## src/rtl/chip_rst_seq_pkg.sv

```systemverilog
package chip_rst_seq_pkg;
  typedef enum logic [1:0] {
    SRC_NONE = 2'd0,
    SRC_PIN  = 2'd1,
    SRC_CTRL = 2'd2
  } req_src_e;

  // Request source and power state -> length class for the timer
  typedef enum logic [1:0] {
    LEN_LONG  = 2'd0,
    LEN_SHORT = 2'd1,
    LEN_BRN   = 2'd2
  } len_cls_e;

  function automatic len_cls_e pick_len(input req_src_e src, input logic pwr);
    if (!pwr)           return LEN_BRN;
    if (src == SRC_PIN) return LEN_LONG;
    return LEN_SHORT;
  endfunction
endpackage

```

## src/rtl/rst_pin_qual.sv

```systemverilog
module rst_pin_qual #(
  parameter int QUAL_CYC = 100
) (
  input  logic clk,
  input  logic por_n,
  input  logic pin,
  output logic qual
);
  localparam int CW = $clog2(QUAL_CYC + 1);
  localparam logic [CW-1:0] CMAX = CW'(QUAL_CYC);

  logic [CW-1:0] hi_cnt;

  always_ff @(posedge clk or negedge por_n) begin
    if (!por_n)            hi_cnt <= '0;
    else if (!pin)         hi_cnt <= '0;
    else if (hi_cnt != CMAX) hi_cnt <= hi_cnt + 1'b1;
  end

  assign qual = pin && (hi_cnt == CMAX);

  // a qualified pin is preceded by a high pin on the previous cycle
  p_qual_needs_history_r1: assert property (@(posedge clk) disable iff (!por_n)
    qual |-> $past(pin));
endmodule

```

## src/rtl/rst_timer.sv

```systemverilog
module rst_timer
  import chip_rst_seq_pkg::*;
#(
  parameter int LONG_TICKS  = 4100,
  parameter int SHORT_TICKS = 16,
  parameter int BRN_TICKS   = 2
) (
  input  logic clk,
  input  logic por_n,
  input  logic slow_tick,
  input  logic req_pin,
  input  logic req_ctrl,
  input  logic sys_pwr,
  output logic busy,
  output logic start,
  output logic brn
);
  localparam int TMAX = (LONG_TICKS > SHORT_TICKS) ?
                        ((LONG_TICKS > BRN_TICKS) ? LONG_TICKS : BRN_TICKS) :
                        ((SHORT_TICKS > BRN_TICKS) ? SHORT_TICKS : BRN_TICKS);
  localparam int TW = $clog2(TMAX + 1);

  logic [TW-1:0] cnt;
  len_cls_e      cls;
  logic          brn_pend;
  logic [TW-1:0] last_idx;
  req_src_e      src;

  always_comb begin
    if (req_pin)       src = SRC_PIN;
    else if (req_ctrl) src = SRC_CTRL;
    else               src = SRC_NONE;
  end

  always_comb begin
    unique case (cls)
      LEN_SHORT: last_idx = TW'(SHORT_TICKS - 1);
      LEN_BRN:   last_idx = TW'(BRN_TICKS - 1);
      default:   last_idx = TW'(LONG_TICKS - 1);
    endcase
  end

  always_ff @(posedge clk or negedge por_n) begin
    if (!por_n) begin
      busy     <= 1'b1;
      cnt      <= '0;
      cls      <= LEN_LONG;
      brn_pend <= 1'b0;
      start    <= 1'b0;
      brn      <= 1'b0;
    end else begin
      start <= 1'b0;
      if (src != SRC_NONE) begin
        busy     <= 1'b1;
        cnt      <= '0;
        cls      <= pick_len(src, sys_pwr);
        brn_pend <= !sys_pwr;
      end else if (busy && slow_tick) begin
        if (cnt == last_idx) begin
          busy  <= 1'b0;
          cnt   <= '0;
          start <= 1'b1;
          brn   <= brn_pend;
        end else begin
          cnt <= cnt + 1'b1;
        end
      end
    end
  end

  // the start strobe lasts a single cycle
  p_start_single_r4: assert property (@(posedge clk) disable iff (!por_n)
    start |=> !start);
  // any request restarts the count from zero
  p_restart_r7: assert property (@(posedge clk) disable iff (!por_n)
    (req_pin || req_ctrl) |=> (busy && cnt == '0));
  // brownout only changes together with a start strobe
  p_brn_at_start_r6: assert property (@(posedge clk) disable iff (!por_n)
    !start |-> $stable(brn));
endmodule

```

## src/rtl/wdt_sticky.sv

```systemverilog
module wdt_sticky (
  input  logic clk,
  input  logic por_n,
  input  logic ovf,
  input  logic dis,
  input  logic clr,
  output logic flag
);
  always_ff @(posedge clk or negedge por_n) begin
    if (!por_n)           flag <= 1'b0;
    else if (clr)         flag <= 1'b0;
    else if (ovf && !dis) flag <= 1'b1;
  end

  // a masked overflow leaves the flag alone
  p_masked_ovf_r9: assert property (@(posedge clk) disable iff (!por_n)
    (!clr && (!ovf || dis)) |=> $stable(flag));
  // a qualified pin clears the flag, winning over a set
  p_clear_wins_r10: assert property (@(posedge clk) disable iff (!por_n)
    clr |=> !flag);
endmodule

```

## src/rtl/chip_rst_seq.sv

```systemverilog
module chip_rst_seq #(
  parameter int QUAL_CYC    = 100,
  parameter int LONG_TICKS  = 4100,
  parameter int SHORT_TICKS = 16,
  parameter int BRN_TICKS   = 2
) (
  input  logic clk,
  input  logic por_n,
  input  logic slow_tick,
  input  logic rst_pin,
  input  logic rst_bit,
  input  logic test_pin,
  input  logic dbg_rst_n,
  input  logic sys_pwr,
  input  logic wdt_ovf,
  input  logic wdt_dis,
  output logic regs_rst,
  output logic rtc_rst,
  output logic cpu_rst,
  output logic cpu_start,
  output logic brownout,
  output logic wdt_flag
);
  logic pin_q;
  logic tmr_busy;

  rst_pin_qual #(.QUAL_CYC(QUAL_CYC)) u_qual (
    .clk(clk), .por_n(por_n), .pin(rst_pin), .qual(pin_q)
  );

  rst_timer #(
    .LONG_TICKS(LONG_TICKS), .SHORT_TICKS(SHORT_TICKS), .BRN_TICKS(BRN_TICKS)
  ) u_tmr (
    .clk(clk), .por_n(por_n), .slow_tick(slow_tick),
    .req_pin(pin_q), .req_ctrl(rst_bit), .sys_pwr(sys_pwr),
    .busy(tmr_busy), .start(cpu_start), .brn(brownout)
  );

  wdt_sticky u_wdt (
    .clk(clk), .por_n(por_n), .ovf(wdt_ovf), .dis(wdt_dis),
    .clr(pin_q), .flag(wdt_flag)
  );

  assign regs_rst = tmr_busy || pin_q || rst_bit;
  assign rtc_rst  = pin_q && test_pin;
  assign cpu_rst  = regs_rst || !dbg_rst_n;

  // RTC reset implies the register file is in reset as well
  p_rtc_inside_regs_r3: assert property (@(posedge clk) disable iff (!por_n)
    rtc_rst |-> regs_rst);
  // debug soft reset always holds the core
  p_dbg_holds_core_r8: assert property (@(posedge clk) disable iff (!por_n)
    !dbg_rst_n |-> cpu_rst);
  // the core is released on the strobe cycle unless debug holds it
  p_start_releases_r4: assert property (@(posedge clk) disable iff (!por_n)
    (cpu_start && dbg_rst_n) |-> !cpu_rst);
endmodule

```

## config.mk

```make
export PLATFORM = sky130hd
export DESIGN_NAME = chip_rst_seq
export DESIGN_NICKNAME = d
export VERILOG_FILES = /design/src/rtl/chip_rst_seq_pkg.sv /design/src/rtl/rst_pin_qual.sv /design/src/rtl/rst_timer.sv /design/src/rtl/wdt_sticky.sv /design/src/rtl/chip_rst_seq.sv
export SDC_FILE = /design/constraint.sdc
export NUM_CORES = 1
export LEC_CHECK = 0
export ABC_AREA = 0
export BUFFER_PORTS_ARGS = -buffer_cell sky130_fd_sc_hd__buf_2
export CELL_PAD_IN_SITES_DETAIL_PLACEMENT = 1
export CELL_PAD_IN_SITES_GLOBAL_PLACEMENT = 1
export CORE_MARGIN = 2
export CORE_UTILIZATION = 47
export DETAILED_ROUTE_END_ITERATION = 6
export MAX_ROUTING_LAYER = met4
export PLACE_DENSITY_LB_ADDON = 0.1
export SLEW_MARGIN = 20
export SYNTH_ARGS = -nofsm -noshare
export SYNTH_HDL_FRONTEND = slang
export SYNTH_SLANG_ARGS = --single-unit
```

## constraint.sdc

```tcl
create_clock -name clk -period 4 [get_ports clk]
set_input_delay 0.6 -clock clk [delete_from_list [all_inputs] [get_ports clk]]
set_output_delay 0.6 -clock clk [all_outputs]
set_load 0.02 [all_outputs]
```

* After elaboration in Yosys (flattened, before gate mapping)
Index checks and enable logic that the tools add are counted.
Widths: inputs -> output; s select.
** Cells by class
- Add/sub/neg operators :: 2
- Multipliers :: 0
- Div/mod/pow operators :: 0
- Order comparisons :: 0
- Eq/ne operators :: 7
- Shift-type cells :: 0
- Multiplexer cells :: 25
- Bitwise logic cells :: 1
- Reduce and logical (&&, ||, !) cells :: 16
** Operators with widths (number)
- $mux 13 :: 3
- $pmux 13 s2 :: 1
- $mux 7 :: 2
- $add 13x1->13 const B :: 1
- $eq 13x13->1 :: 1
- $mux 1 :: 13
- $mux 2 :: 6
- $reduce_bool 2->1 :: 4
- $add 7x1->7 const B :: 1
- $eq 7x7->1 const B :: 1
- $ne 7x7->1 const B :: 1
- $eq 2x1->1 const B :: 2
- $logic_and 1x1->1 :: 4
- $logic_not 1->1 :: 3
- $logic_or 1x1->1 :: 3
- $reduce_and 3->1 :: 1
- $eq 2x2->1 const B :: 1
- $ne 2x1->1 const B :: 1
- $reduce_and 2->1 :: 1
- $not 1->1 :: 1
** Word-level totals
- Register bits after elaboration :: 27
- Latch bits :: 0
- RAM bits :: 0
- Bits in read-only memories :: 0
- Bits of input ports :: 10
- Output and inout port bits :: 6
- Word-level logic and storage cells :: 59
- Memories :: 0

* Depth between registers and ports, before layout
- Depth after elaboration :: 9
- Mapped depth :: 7
- Gate-level depth less buffers :: 6

* Hierarchy
A second synthesis with hierarchy kept.
** Unflattened totals
- Cells, all modules :: 150
- Area, all modules :: 1450.1 um^2
** Modules (own cells, without submodules)
- rst_timer :: instances 1, cells an instance 104, area an instance 987.2 um^2, sequential area each 451.7 um^2
- rst_pin_qual :: instances 1, cells an instance 39, area an instance 394.1 um^2, sequential area each 175.2 um^2
- wdt_sticky :: instances 1, cells an instance 4, area an instance 43.8 um^2, sequential area each 25.0 um^2
- chip_rst_seq :: instances 1, cells an instance 3, area an instance 25.0 um^2, sequential area each 0.0 um^2

* Worst setup path before layout
OpenSTA, ideal clock, no wires.
- Path kind :: register -> output
- Start point :: register u_qual.hi_cnt[0]
- End point :: output port cpu_rst
- Data arrival time :: 1.460 ns
- Data required time :: 3.400 ns
- Path slack :: 1.940 ns
- Stages on the path, launching flop included :: 8
- Path buffers :: 1
- Cells stage by stage :: dfrtp_1 -> inv_1 -> ha_1 -> and4bb_1 -> a41o_1 -> buf_2 -> nor2_1 -> nand2_1
** On the way
- Longest elaborated chain between the ends :: 5
** Ends and longest elaborated chain
- start: declaration :: line rst_pin_qual.sv:12 : logic [CW-1:0] hi_cnt;
- start signal: assignment :: line rst_pin_qual.sv:17 : else if (hi_cnt != CMAX) hi_cnt <= hi_cnt + 1'b1;
- $eq 7x7->1 :: line rst_pin_qual.sv:20 : assign qual = pin && (hi_cnt == CMAX);
- $logic_and 1x1->1 :: line rst_pin_qual.sv:20
- $logic_or 1x1->1 (2 in a row) :: line chip_rst_seq.sv:44 : assign regs_rst = tmr_busy || pin_q || rst_bit;
- $logic_or 1x1->1 :: line chip_rst_seq.sv:46 : assign cpu_rst = regs_rst || !dbg_rst_n;
- end: declaration :: line chip_rst_seq.sv:19 : output logic cpu_rst,
Every way passes these cells.

* Final worst setup path
Ends and elaborated chain as after synthesis.

==> results.yml <==
power:
  leakagePower_nw: 0.660
  power_density_nw_per_um2: 307
  vdd_drop_max_v: 0.000227
  power_mw: 0.468
finish:
  postLayoutCoreUtil: 0.543
  postLayoutCellArea_um2: 1520
  nFillCells: 346
  areaGrowthSynthToFinish_pct: 8.47
  fin_nets: 176
  seqCellArea_um2: 652
  multi_input_area_um2: 689
  drive_gt1_frac: 0.150
  mostFrequentLayoutCell: "dfrtp_1"
  antenna_cells: 0
  finalNonFillerCells: 191
  final_cell_mix: "dfrtp_1 (25), buf_2 (15), xnor2_1 (12), inv_1 (11), nor2_1 (11)"
synthesis:
  ys_ff_latch: 26
  synth.distinct_cells: 39
  ys_seq_area_frac: 0.464
  netlist_instances: 146
  synthArstFlopShare: 1.00
  synthFlopType: "dfrtp_1"
  syn_area_um2: 1400
  synth_edf_count: 0
  ys_warn_count: 0
  synthesis.nets: 161
  synth.avg_cell_area_um2: 9.62
clock_network:
  h-tree-depth: 1
  cts_max_path_buffers: 2
  cts.clk_slew.worst_paths_ps: 140
  numCtsBuffers: 3
  cts_resized: 0
  cts.hold.buffers_added: 0
  clkLatencyLatePin_ps: 320
  root_buffer: "clkbuf_4"
  cts_tree: "built"
  post-cts-setup-buffers: 0
  cts.sinks: 26
floorplanning:
  fp.coreArea_um2: 2810
  rows: 19
  dieWidth_um: 58.7
  ios: 16
  die_y_um: 58.7
  start_util: 0.500
  dieArea_um2: 3440
grt:
  overflow: 0
  antenna_found_initial: 0
  grt_pass1_wl_um: 5750
  grt.total_usage: 0.229
  grt_max_degree: 27
  grt_pass1_vias: 1237
critical_path:
  setup.worst_path.start: "u_qual.hi_cnt[0]"
  reg2reg_depth: 6
  cp-end-kind: "output port"
  reg2reg_from: "u_qual.hi_cnt[0]"
  r2r_end: "u_tmr.brn"
  r2r_slack_ps: 1690
  worst_ep_required_time_ps: 3400
  worstSetupPathType: "flop to output port"
  crit_arrival_ps: 2280
  path_max_fanout: 18
  worstSetupStartpointType: "flop"
  crit_end: "cpu_rst"
timing:
  fmax_ghz: 0.347
  tns_ps: 0
  worst_pin_slew_ps: 727
  hold_violations: 0
  rsz0062_at_grt: "no"
  drv_slew: 0
  fin_crit_sh: 0.720
  maxSlewHeadroom: 0.515
  clock_skew_ps: 5.32
  finalSetupViolations: 0
  period_minus_slack_ps: 2880
placed_design:
  place_inst: 187
  place_congestion: 0.787
  portBuffers: 15
  dp_hpwl_um: 2290
  dpl_cell_area_um2: 1500
worst_hold_path:
  hold_path.class: "primary input to async pin"
detailed_routing:
  post-route-drc-count: 0
  drt_iter0_markers: 17
  routed_wl_um: 3160
  via_per_inst: 5.89
  ant_nets: 0
  drtPass1Iterations: 4
  vias: 1125
  wire_per_inst_um: 16.5
flow_run:
  max_cap_viol_count: 0
run_status:
  status: "finished, final reports clean"
==> metal layers <==
| layer | routed length, um | vias up | track usage | part of all wire |
|---|---|---|---|---|
| met2 | 1610 | 19 | 0.385 | 0.51 |
| li1 | - | 538 | - | - |
| met1 | 1400 | 560 | 0.280 | 0.44 |
| met5 | 0 | - | - | 0 |
| met3 | 89 | 8 | 0.0264 | 0.028 |
| met4 | 65 | 0 | 0.0942 | 0.021 |
==> metrics by stage <==
step	hold WS [ps]	setup slack (ps)
after floorplan	304	1940
after global placement	482	1610
after detailed placement	492	1520
after CTS	278	1100
after global routing	297	941
final	255	1120
==> worst min path at each step <==
stage / startpoint / to / slack (ps) / depth (start not counted)
6_report: por_n / u_tmr.cnt[7] / 260 / 1
5_1_grt: por_n / u_tmr.cnt[9] / 300 / 1
4_1_cts: por_n / u_tmr.cnt[7] / 280 / 1
3_5_place_dp: u_tmr.brn / u_tmr.brn / 490 / 1
3_3_place_gp: u_tmr.brn / u_tmr.brn / 480 / 1
2_1_floorplan: por_n / u_qual.hi_cnt[0] / 300 / 0
==> cell type report <==
| class | instances | share of cell area |
|---|---|---|
| Sequential cell | 26 | 0.428 |
| Timing Repair Buffer | 15 | 0.0493 |
| Tap cell | 31 | 0.0255 |
| Multi-Input combinational cell | 104 | 0.453 |
| Inverter | 11 | 0.0271 |
| Clock buffer | 4 | 0.0173 |
==> report_power, final <==
| part | switching (mW) | internal (mW) | total, mW |
|---|---|---|---|
| logic | 0.0417 | 0.0245 | 0.0661 |
| clock network | 0.0773 | 0.0390 | 0.116 |
| registers | 0.0112 | 0.274 | 0.285 |
==> flip-flops by register name, summed over array words and instances, names as in the netlist <==
signal,flops
u_tmr.start,1
u_tmr.cls,2
u_wdt.flag,1
u_tmr.busy,1
u_tmr.brn,1
u_tmr.cnt,13
u_qual.hi_cnt,7
==> worst max-delay path, stage by stage, from the launching register on <==
cell and delay [ps]:
dfrtp_1 470, inv_1 90, ha_1 140, and4bb_1 230, a41o_1 650, nor2_1 130
nand2_1 90, buf_2 160
==> Yosys cell counts (2+ instances only) <==
| cell type | number | area [um^2] |
|---|---|---|
| a21oi_1 | 8 | 40.0 |
| a31oi_1 | 2 | 12.5 |
| and2_1 | 5 | 31.3 |
| and3_1 | 4 | 25.0 |
| buf_2 | 2 | 10.0 |
| clkbuf_1 | 2 | 7.51 |
| dfrtp_1 | 25 | 626 |
| ha_1 | 5 | 62.6 |
| inv_1 | 11 | 41.3 |
| mux2i_1 | 2 | 20.0 |
| nand2_1 | 8 | 30.0 |
| nand3_1 | 8 | 40.0 |
| nand4_1 | 2 | 12.5 |
| nor2_1 | 11 | 41.3 |
| nor2b_1 | 2 | 12.5 |
| nor3_1 | 7 | 35.0 |
| nor4_1 | 3 | 18.8 |
| o211ai_1 | 2 | 15.0 |
| o21ai_0 | 5 | 25.0 |
| or3_1 | 2 | 12.5 |
| xnor2_1 | 12 | 105 |
==> logic make-up (layout without fill, tap and decap cells) <==
group,after synthesis,in the layout,synth area share
DFF,26,26,0.464
xor gates and xnor gates,13,13,0.0811
muxes,3,3,0.0223
and+or+nand+nor,60,60,0.242
adders and majority gates,5,5,0.0446
buffers and inverters,16,30,0.0446
AOI/OAI and AO/OA,23,23,0.101
(Power assumes the default switching activity.)
